--- config.mk ---
export PLATFORM = sky130hd
export DESIGN_NAME = tmr_host_if
export DESIGN_NICKNAME = d
export VERILOG_FILES = /design/src/rtl/tmr_host_pkg.sv /design/src/rtl/tmr_cmd_dec.sv /design/src/rtl/tmr_chan_port.sv /design/src/rtl/tmr_host_if.sv
export SDC_FILE = /design/constraint.sdc
export NUM_CORES = 1
export LEC_CHECK = 0
export BUFFER_PORTS_ARGS = -buffer_cell sky130_fd_sc_hd__buf_2
export CAP_MARGIN = 40
export CORE_UTILIZATION = 25
export DETAILED_ROUTE_END_ITERATION = 6
export GPL_ROUTABILITY_DRIVEN = 1
export SLEW_MARGIN = 20
export SYNTH_ARGS = -nofsm -noshare
export SYNTH_HDL_FRONTEND = slang
export SYNTH_SLANG_ARGS = --single-unit
export TNS_END_PERCENT = 20
--- constraint.sdc ---
create_clock -name clk_i -period 3.4 [get_ports clk_i]
set_input_delay 0.51 -clock clk_i [delete_from_list [all_inputs] [get_ports clk_i]]
set_output_delay 0.51 -clock clk_i [all_outputs]
set_load 0.005 [all_outputs]
--- src/rtl/tmr_host_pkg.sv ---
package tmr_host_pkg;
  localparam int DW = 8;
  localparam int CW = 2 * DW;
  localparam int MW = 3;

  typedef enum logic [1:0] {
    ACC_LATCH = 2'd0,
    ACC_LO    = 2'd1,
    ACC_HI    = 2'd2,
    ACC_WORD  = 2'd3
  } acc_e;

  typedef struct packed {
    acc_e          acc;
    logic [MW-1:0] mode;
    logic          bcd;
  } cfg_t;
endpackage

--- src/rtl/tmr_cmd_dec.sv ---
module tmr_cmd_dec
  import tmr_host_pkg::*;
#(
  parameter int NCH = 3
) (
  input  logic          wr_i,
  input  logic [1:0]    addr_i,
  input  logic [DW-1:0] wdata_i,
  output logic [NCH-1:0] cfg_we_o,
  output logic [NCH-1:0] cnt_lat_o,
  output logic [NCH-1:0] sts_lat_o,
  output logic [NCH-1:0] dat_we_o,
  output cfg_t          cfg_o
);
  localparam logic [1:0] CTRL_ADDR = 2'd3;
  localparam logic [1:0] RB_SEL    = 2'd3;

  logic       is_ctrl;
  logic [1:0] sel;
  logic [2:0] mode_raw;

  assign is_ctrl  = wr_i && (addr_i == CTRL_ADDR);
  assign sel      = wdata_i[7:6];
  assign mode_raw = wdata_i[3:1];

  always_comb begin
    cfg_o.acc  = acc_e'(wdata_i[5:4]);
    // modes 6/7 alias onto 2/3
    cfg_o.mode = (mode_raw[2] && mode_raw[1]) ? {1'b0, mode_raw[1:0]} : mode_raw;
    cfg_o.bcd  = wdata_i[0];
  end

  always_comb begin
    cfg_we_o  = '0;
    cnt_lat_o = '0;
    sts_lat_o = '0;
    dat_we_o  = '0;
    for (int c = 0; c < NCH; c++) begin
      dat_we_o[c] = wr_i && (addr_i == 2'(c));
      if (is_ctrl) begin
        if (sel == RB_SEL) begin
          if (wdata_i[c+1]) begin
            cnt_lat_o[c] = !wdata_i[5];
            sts_lat_o[c] = !wdata_i[4];
          end
        end else if (sel == 2'(c)) begin
          if (wdata_i[5:4] == 2'd0) cnt_lat_o[c] = 1'b1;
          else                      cfg_we_o[c]  = 1'b1;
        end
      end
    end
  end
endmodule

--- src/rtl/tmr_chan_port.sv ---
module tmr_chan_port
  import tmr_host_pkg::*;
(
  input  logic          clk_i,
  input  logic          rst_ni,
  input  logic          cfg_we_i,
  input  cfg_t          cfg_i,
  input  logic          cnt_lat_i,
  input  logic          sts_lat_i,
  input  logic          dat_we_i,
  input  logic [DW-1:0] wdata_i,
  input  logic          rd_i,
  input  logic [CW-1:0] live_i,
  input  logic          out_i,
  output logic [DW-1:0] rbyte_o,
  output logic          load_o,
  output logic [CW-1:0] load_val_o,
  output cfg_t          cfg_o
);
  cfg_t          cfg_q;
  logic          wptr_hi_q, rptr_hi_q;
  logic [DW-1:0] wlow_q;
  logic [CW-1:0] clat_q;
  acc_e          clat_st_q;
  logic          slat_v_q;
  logic [DW-1:0] slat_q;
  logic          load_q;
  logic [CW-1:0] load_val_q;
  logic          clat_pend;

  assign clat_pend = (clat_st_q != ACC_LATCH);

  always_ff @(posedge clk_i or negedge rst_ni) begin
    if (!rst_ni) begin
      cfg_q      <= '{acc: ACC_WORD, mode: '0, bcd: 1'b0};
      wptr_hi_q  <= 1'b0;
      rptr_hi_q  <= 1'b0;
      wlow_q     <= '0;
      clat_q     <= '0;
      clat_st_q  <= ACC_LATCH;
      slat_v_q   <= 1'b0;
      slat_q     <= '0;
      load_q     <= 1'b0;
      load_val_q <= '0;
    end else begin
      load_q <= 1'b0;
      if (cfg_we_i) begin
        cfg_q     <= cfg_i;
        wptr_hi_q <= 1'b0;
        rptr_hi_q <= 1'b0;
      end
      if (dat_we_i) begin
        unique case (cfg_q.acc)
          ACC_LO: begin
            load_q     <= 1'b1;
            load_val_q <= {{DW{1'b0}}, wdata_i};
          end
          ACC_HI: begin
            load_q     <= 1'b1;
            load_val_q <= {wdata_i, {DW{1'b0}}};
          end
          ACC_WORD: begin
            if (!wptr_hi_q) begin
              wlow_q    <= wdata_i;
              wptr_hi_q <= 1'b1;
            end else begin
              load_q     <= 1'b1;
              load_val_q <= {wdata_i, wlow_q};
              wptr_hi_q  <= 1'b0;
            end
          end
          default: ;
        endcase
      end
      if (rd_i) begin
        if (slat_v_q) begin
          slat_v_q <= 1'b0;
        end else if (clat_pend) begin
          clat_st_q <= (clat_st_q == ACC_WORD) ? ACC_HI : ACC_LATCH;
        end else if (cfg_q.acc == ACC_WORD) begin
          rptr_hi_q <= !rptr_hi_q;
        end
      end
      if (cnt_lat_i && !clat_pend) begin
        clat_q    <= live_i;
        clat_st_q <= cfg_q.acc;
      end
      if (sts_lat_i && !slat_v_q) begin
        slat_q   <= {out_i, 1'b0, cfg_q.acc, cfg_q.mode, cfg_q.bcd};
        slat_v_q <= 1'b1;
      end
    end
  end

  always_comb begin
    if (slat_v_q) begin
      rbyte_o = slat_q;
    end else if (clat_pend) begin
      rbyte_o = (clat_st_q == ACC_HI) ? clat_q[CW-1:DW] : clat_q[DW-1:0];
    end else begin
      unique case (cfg_q.acc)
        ACC_HI:   rbyte_o = live_i[CW-1:DW];
        ACC_WORD: rbyte_o = rptr_hi_q ? live_i[CW-1:DW] : live_i[DW-1:0];
        default:  rbyte_o = live_i[DW-1:0];
      endcase
    end
  end

  assign load_o     = load_q;
  assign load_val_o = load_val_q;
  assign cfg_o      = cfg_q;
endmodule

--- src/rtl/tmr_host_if.sv ---
module tmr_host_if
  import tmr_host_pkg::*;
#(
  parameter int NCH = 3
) (
  input  logic             clk_i,
  input  logic             rst_ni,
  input  logic [1:0]       addr_i,
  input  logic             wr_i,
  input  logic             rd_i,
  input  logic [7:0]       wdata_i,
  output logic [7:0]       rdata_o,
  input  logic [16*NCH-1:0] live_cnt_i,
  input  logic [NCH-1:0]   out_i,
  output logic [NCH-1:0]   load_o,
  output logic [16*NCH-1:0] load_val_o,
  output logic [3*NCH-1:0] mode_o,
  output logic [NCH-1:0]   bcd_o
);
  logic [NCH-1:0] cfg_we, cnt_lat, sts_lat, dat_we, rd_ch;
  cfg_t           cfg_new;
  logic [DW-1:0]  rbyte [NCH];

  tmr_cmd_dec #(.NCH(NCH)) u_dec (
    .wr_i      (wr_i),
    .addr_i    (addr_i),
    .wdata_i   (wdata_i),
    .cfg_we_o  (cfg_we),
    .cnt_lat_o (cnt_lat),
    .sts_lat_o (sts_lat),
    .dat_we_o  (dat_we),
    .cfg_o     (cfg_new)
  );

  for (genvar c = 0; c < NCH; c++) begin : g_ch
    cfg_t cfg_cur;
    assign rd_ch[c] = rd_i && (addr_i == 2'(c));
    tmr_chan_port u_ch (
      .clk_i      (clk_i),
      .rst_ni     (rst_ni),
      .cfg_we_i   (cfg_we[c]),
      .cfg_i      (cfg_new),
      .cnt_lat_i  (cnt_lat[c]),
      .sts_lat_i  (sts_lat[c]),
      .dat_we_i   (dat_we[c]),
      .wdata_i    (wdata_i),
      .rd_i       (rd_ch[c]),
      .live_i     (live_cnt_i[c*CW +: CW]),
      .out_i      (out_i[c]),
      .rbyte_o    (rbyte[c]),
      .load_o     (load_o[c]),
      .load_val_o (load_val_o[c*CW +: CW]),
      .cfg_o      (cfg_cur)
    );
    assign mode_o[c*MW +: MW] = cfg_cur.mode;
    assign bcd_o[c]           = cfg_cur.bcd;
  end

  always_comb begin
    rdata_o = '0;
    for (int c = 0; c < NCH; c++) begin
      if (addr_i == 2'(c)) rdata_o = rbyte[c];
    end
  end
endmodule

Yosys cells after proc, flatten, opt, wreduce, memory -nomap -nowiden
Cells that the tools add are included.
{"block": "word_totals", "reg_bits": 177, "inputBits": 65, "output_inout_bits": 71, "elab_cells": 235}
{"block": "classes", "n_eq_ne": 27, "mux": 114, "bitwise": 3, "n_reduce_logical": 55}
{"cell": "$pmux W16 S3", "count": 3}
{"cell": "$mux W8", "count": 15}
{"cell": "$mux W1", "count": 71}
{"cell": "$mux W16", "count": 3}
{"cell": "$pmux W8 S2", "count": 3}
{"cell": "$eq A2 B2 Y1 const B", "count": 16}
{"cell": "$mux W2", "count": 15}
{"cell": "$reduce_and A3 Y1", "count": 9}
{"cell": "$reduce_bool A2 Y1", "count": 12}
{"cell": "$logic_and A1 B1 Y1", "count": 14}
{"cell": "$logic_not A1 Y1", "count": 11}
{"cell": "$eq A2 B1 Y1 const B", "count": 5}
{"cell": "$reduce_bool A3 Y1", "count": 3}
{"cell": "$logic_not A2 Y1", "count": 3}
{"cell": "$ne A2 B1 Y1 const B", "count": 3}
{"cell": "$ne A2 B2 Y1 const B", "count": 3}
{"cell": "$pmux W1 S2", "count": 3}
{"cell": "$reduce_or A2 Y1", "count": 3}
{"cell": "$mux W3", "count": 1}
{"cell": "$not A1 Y1", "count": 3}

Longest topological paths before layout
{"block": "depth", "depth_word": 10, "depth_mapped": 9, "depth_no_buf": 7}

Hierarchy
Synthesis repeated with hierarchy kept, for this count alone.
{"block": "unflattened", "cells_unflattened": 782, "hier_area_um2": 8968.6}
{"module": "tmr_chan_port", "instances": 3, "cells_per_inst": 243, "area_each_um2": 2851.5, "seq_area_each_um2": 1478.9}
{"module": "tmr_cmd_dec", "instances": 1, "cells_per_inst": 30, "area_each_um2": 214.0, "seq_area_each_um2": 0.0}
{"module": "tmr_host_if", "instances": 1, "cells_per_inst": 23, "area_each_um2": 200.2, "seq_area_each_um2": 0.0}

Worst setup path before layout
No wires, ideal clock.
{"block": "synth_path", "path_type": "flip-flop to output port", "from": "register g_ch[2].u_ch.cfg_q, in the netlist g_ch[2].u_ch.cfg_o[4]", "to": "output rdata_o[5]", "arrival_ns": 2.048, "required_ns": 2.890, "setup_slack_ns": 0.842, "stages_incl_launch_ff": 10, "path_buffers": 2, "cell_sequence": "dfstp_2 -> inv_1 -> ha_1 -> buf_2 -> nor2_1 -> buf_2 -> a221oi_1 -> a221oi_1 -> a211oi_1 -> nor3_1"}
{"block": "synth_between", "elab_chain_len": 5, "elab_cells_between_ends": 6, "classes_between": "eq/ne (2); mux (4)"}
{"item": "from (decl)", "line": "tmr_chan_port.sv:20", "source": "cfg_t cfg_q;"}
{"item": "from (signal assigned)", "line": "tmr_chan_port.sv:35", "source": "cfg_q <= '{acc: ACC_WORD, mode: '0, bcd: 1'b0};"}
{"item": "from (signal assigned)", "line": "tmr_chan_port.sv:48", "source": "cfg_q <= cfg_i;"}
{"item": "$eq A2 B2 Y1", "line": "tmr_chan_port.sv:101", "source": "unique case (cfg_q.acc)"}
{"item": "$pmux W8 S2 *", "line": "tmr_chan_port.sv:101"}
{"item": "$mux W8 *", "line": "tmr_chan_port.sv:98", "source": "end else if (clat_pend) begin"}
{"item": "$mux W8 *", "line": "tmr_chan_port.sv:96", "source": "if (slat_v_q) begin"}
{"item": "$mux W8 *", "line": "tmr_host_if.sv:62", "source": "if (addr_i == 2'(c)) rdata_o = rbyte[c];"}
{"item": "to (decl)", "line": "tmr_host_if.sv:12", "source": "output logic [7:0] rdata_o,"}
Every way passes the cells marked *; elsewhere a longest branch is shown, timed or not.

Worst setup path in the final report
{"block": "layout_path", "from": "register g_ch[0].u_ch.cfg_q, in the netlist g_ch[0].u_ch.cfg_o[4]", "to": "output rdata_o[1]"}
{"block": "layout_between", "elab_chain_len": 7, "elab_cells_between_ends": 8, "classes_between": "eq/ne (2); mux (6)"}
{"item": "from (decl)", "line": "tmr_chan_port.sv:20"}
{"item": "from (signal assigned)", "line": "tmr_chan_port.sv:35"}
{"item": "from (signal assigned)", "line": "tmr_chan_port.sv:48"}
{"item": "$eq A2 B2 Y1", "line": "tmr_chan_port.sv:101"}
{"item": "$pmux W8 S2 *", "line": "tmr_chan_port.sv:101"}
{"item": "$mux W8 *", "line": "tmr_chan_port.sv:98"}
{"item": "$mux W8 *", "line": "tmr_chan_port.sv:96"}
{"item": "$mux W8 * (3 in series)", "line": "tmr_host_if.sv:62"}
Marked as above.

==> flow_summary.toml <==
[layout]
layout.cells.non_filler = 1397
design_area_um2 = 10500
layout-drive-gt1-share_pct = 34.6
finish.utilization_pct = 30.5
antenna_cells = 0
final_nets = 1006
n_fill_cell = 3584
area_growth_pct = 20.5

[synthesis]
synth.distinct_cells = 48
synth_ff_type = "dfrtp_1"
synthTopCellsByArea = "dfrtp_1, mux2_2, o21ai_0"
syn_inst = 823
ys_ff_latch = 177
synth.cell_area_um2 = 8720
syn_area_per_cell_um2 = 10.6
synth.top_cell.area_share_pct = 49.1
synth-async-reset-ratio_pct = 100
synth-edff-count = 0
synth_top_cell_by_area = "dfrtp_1"
synth_warnings = 0
synth_fp_nets = 900
seq_area_frac_synth_pct = 50.9

[detailed_routing]
drt-vias-per-instance = 4.85
wl_per_cell_um = 18.8
drt-total-wl_um = 26300
drtIter0Drc = 520
drtAntennaViolNets = 0
num_vias = 6778
route.detailed.drc = 1
first_pass_iters = 7

[cts]
cts_root_buf = "clkbuf_16"
clk_latency_ns = 0.44
cts_tree = "built"
clockBufferDepth = 2
cts_buffers = 17
cts_setup_buffers = 0
clock-sinks = 177
clkSlewWorstSetupHoldPaths_ns = 0.08
cts_max_level = 4

[status]
outcome = "finished with violations"
violations = "DRC"

[timing]
maxSlewViolCount = 0
clock.fmax_mhz = 313
setup_ws_ns = 0.202
fin_worst_skew_ns = 0.0142
slew_headroom_pct = 47.9
setup_tns_ns = 0
finalCriticalPeriod_ns = 3.20
hold_viol_final = 0
rsz0062_at_grt = "false"
finalSetupViolCount = 0
worst_slew_pin_slew_ns = 0.779
period_share_pct = 94.0

[worst_setup_path]
cp_cell_sequence = "inv_1 > ha_2 > nor2_1 > buf_4 > nand3b_1 > a31oi_1 > a211oi_1 > nor3_1 > buf_2"
critical_path_buf_inv_count = 3
crit_slowest_cell = "dfstp_2"
path_max_fanout = 16
end_kind = "primary output"
cp_data_required_time_ns = 2.89
crit_type = "reg -> out"
path_delay_family = "flip-flops"
critical-path-max-stage-delay_ns = 0.59
start_kind = "register"
critPathArrivalTime_ns = 2.69

[worst_hold_path]
hp-class = "in -> reg"

[place]
post-place-ws_ns = 0.404
dp.cells = 1362
postPlaceCellArea_um2 = 9790
dp_hpwl_um = 18600
port_buffers = 135
gp_congestion = 0.799

[power_and_ir_drop]
p_per_area_nw_per_um2 = 697
ir_drop_uv = 374
p_leak_uw = 0.00473

[floorplanning]
die_area_um2 = 35600
placementRows = 68
io_pins = 136
core_um2 = 34500
initial_core_util_pct = 25.3
die_w_um = 189
die-height_um = 189

[grt]
overflow = 0
track_usage_pct = 14.9
grt_max_degree = 80
grt_antenna_before_repair = 0
grt_pass1_vias = 6639
grt_pass1_wl_um = 40400

[run]
drv_cap = 0
==> kinds of logic (layout without fill, tap and decap cells) <==
| family | after synthesis | in the layout | share of synthesized area (%) |
|---|---|---|---|
| simple gates | 208 | 208 | 12.6 |
| compound gates | 202 | 202 | 14.7 |
| flops | 177 | 177 | 50.9 |
| buf+inv | 113 | 232 | 5.80 |
| mux | 111 | 111 | 14.3 |
| fa+ha+maj | 12 | 12 | 1.72 |
==> registers in the layout, summed over array words and instances, names as in the netlist <==
register and flops:
g_ch.u_ch.load_val_o 48, g_ch.u_ch.slat_v_q 3, g_ch.u_ch.cfg_o 18, g_ch.u_ch.load_o 3, g_ch.u_ch.clat_st_q 6, g_ch.u_ch.wptr_hi_q 3, g_ch.u_ch.slat_q 21, g_ch.u_ch.wlow_q 24
g_ch.u_ch.clat_q 48, g_ch.u_ch.rptr_hi_q 3
==> power by group <==
part           switching, µW  internal, µW  total, µW
Combinational           1080           947       2030
Clock                    981          1140       2120
Sequential               411          2760       3170
Total                   2470          4840       7320
==> synthesized netlist by cell type, drive strengths merged, types with 4 or more instances <==
| cell | instances |
|---|---|
| ha | 12 |
| dfrtp | 171 |
| a21oi | 45 |
| nor3b | 11 |
| nand3b | 10 |
| nor2 | 55 |
| nor3 | 12 |
| o221ai | 7 |
| mux2i | 4 |
| a21o | 6 |
| inv | 41 |
| clkbuf | 39 |
| a22oi | 16 |
| a32oi | 7 |
| a211oi | 14 |
| a31oi | 15 |
| nand3 | 49 |
| a221oi | 21 |
| nand2 | 47 |
| mux2 | 107 |
| nor2b | 9 |
| dfstp | 6 |
| o21ai | 62 |
| buf | 33 |
==> metrics by stage <==
step           power (µW)  hold WS (ns)
2_1_floorplan        4350         0.214
3_3_place_gp         5170         0.489
3_5_place_dp         5230         0.494
4_1_cts              7390         0.162
5_1_grt              7780         0.309
6_report             7320         0.302
==> layer usage <==
layer,part of all wire (%),up-vias,global-route usage [%],wire length [µm]
met1,47,3402,20.6,12400
met2,47,195,23.4,12200
met5,0,-,0,0
li1,-,3155,-,-
met3,4.4,26,3.22,1150
met4,1.7,0,4.13,452
==> placed cells by master, fill, tap and decap left out, drive strengths merged, types with 2 or more instances in the layout <==
cell	n
nor2	55
nand3b	10
nand3	49
dfstp	6
a211oi	14
bufinv	2
o21ai	62
a22oi	16
a21oi	45
nor2b	9
ha	12
mux2i	4
o221ai	7
o21bai	2
nand4	3
a21o	6
nand2	47
clkinv	5
and3	2
buf	158
mux2	107
dfrtp	171
inv	49
a32oi	7
nor3	12
nand2b	2
a31oi	15
nor3b	11
or2	3
clkbuf	17
a221oi	21
a22o	2
==> final timing paths <==
path,start,end,slack [ns],cells past startpoint
worst min-delay path,out_i[1],g_ch[1].u_ch.slat_q[7],0.30,2
min in group asynchronous,rst_ni,g_ch[0].u_ch.clat_q[12],0.46,2
worst max register to register,g_ch[2].u_ch.cfg_o[5],g_ch[2].u_ch.wlow_q[5],1.18,5
max in group asynchronous,rst_ni,g_ch[2].u_ch.cfg_o[5],1.90,4
worst min register to register,g_ch[1].u_ch.wlow_q[6],g_ch[1].u_ch.wlow_q[6],0.51,1
worst max-delay path,g_ch[0].u_ch.cfg_o[4],rdata_o[1],0.20,9
==> what timing repair did <==
action,in CTS,in global routing
hold endpoints to repair,0,11
hold buffers,0,1
resized for setup,3,3
pin swaps,0,2
endpoints found under the setup margin,2,8
==> layout make-up <==
class                      instances  area [µm²]  area share (%)
sequential                       177        4440            42.2
multi-input combinational        533        3800            36.2
timing repair buffer             159         901            8.58
tap                              455         569            5.42
clock buffer                      17         425            4.05
clock inverter                    15         211            2.01
inverter                          41         154            1.47
Power figures use the tool's default switching activity.
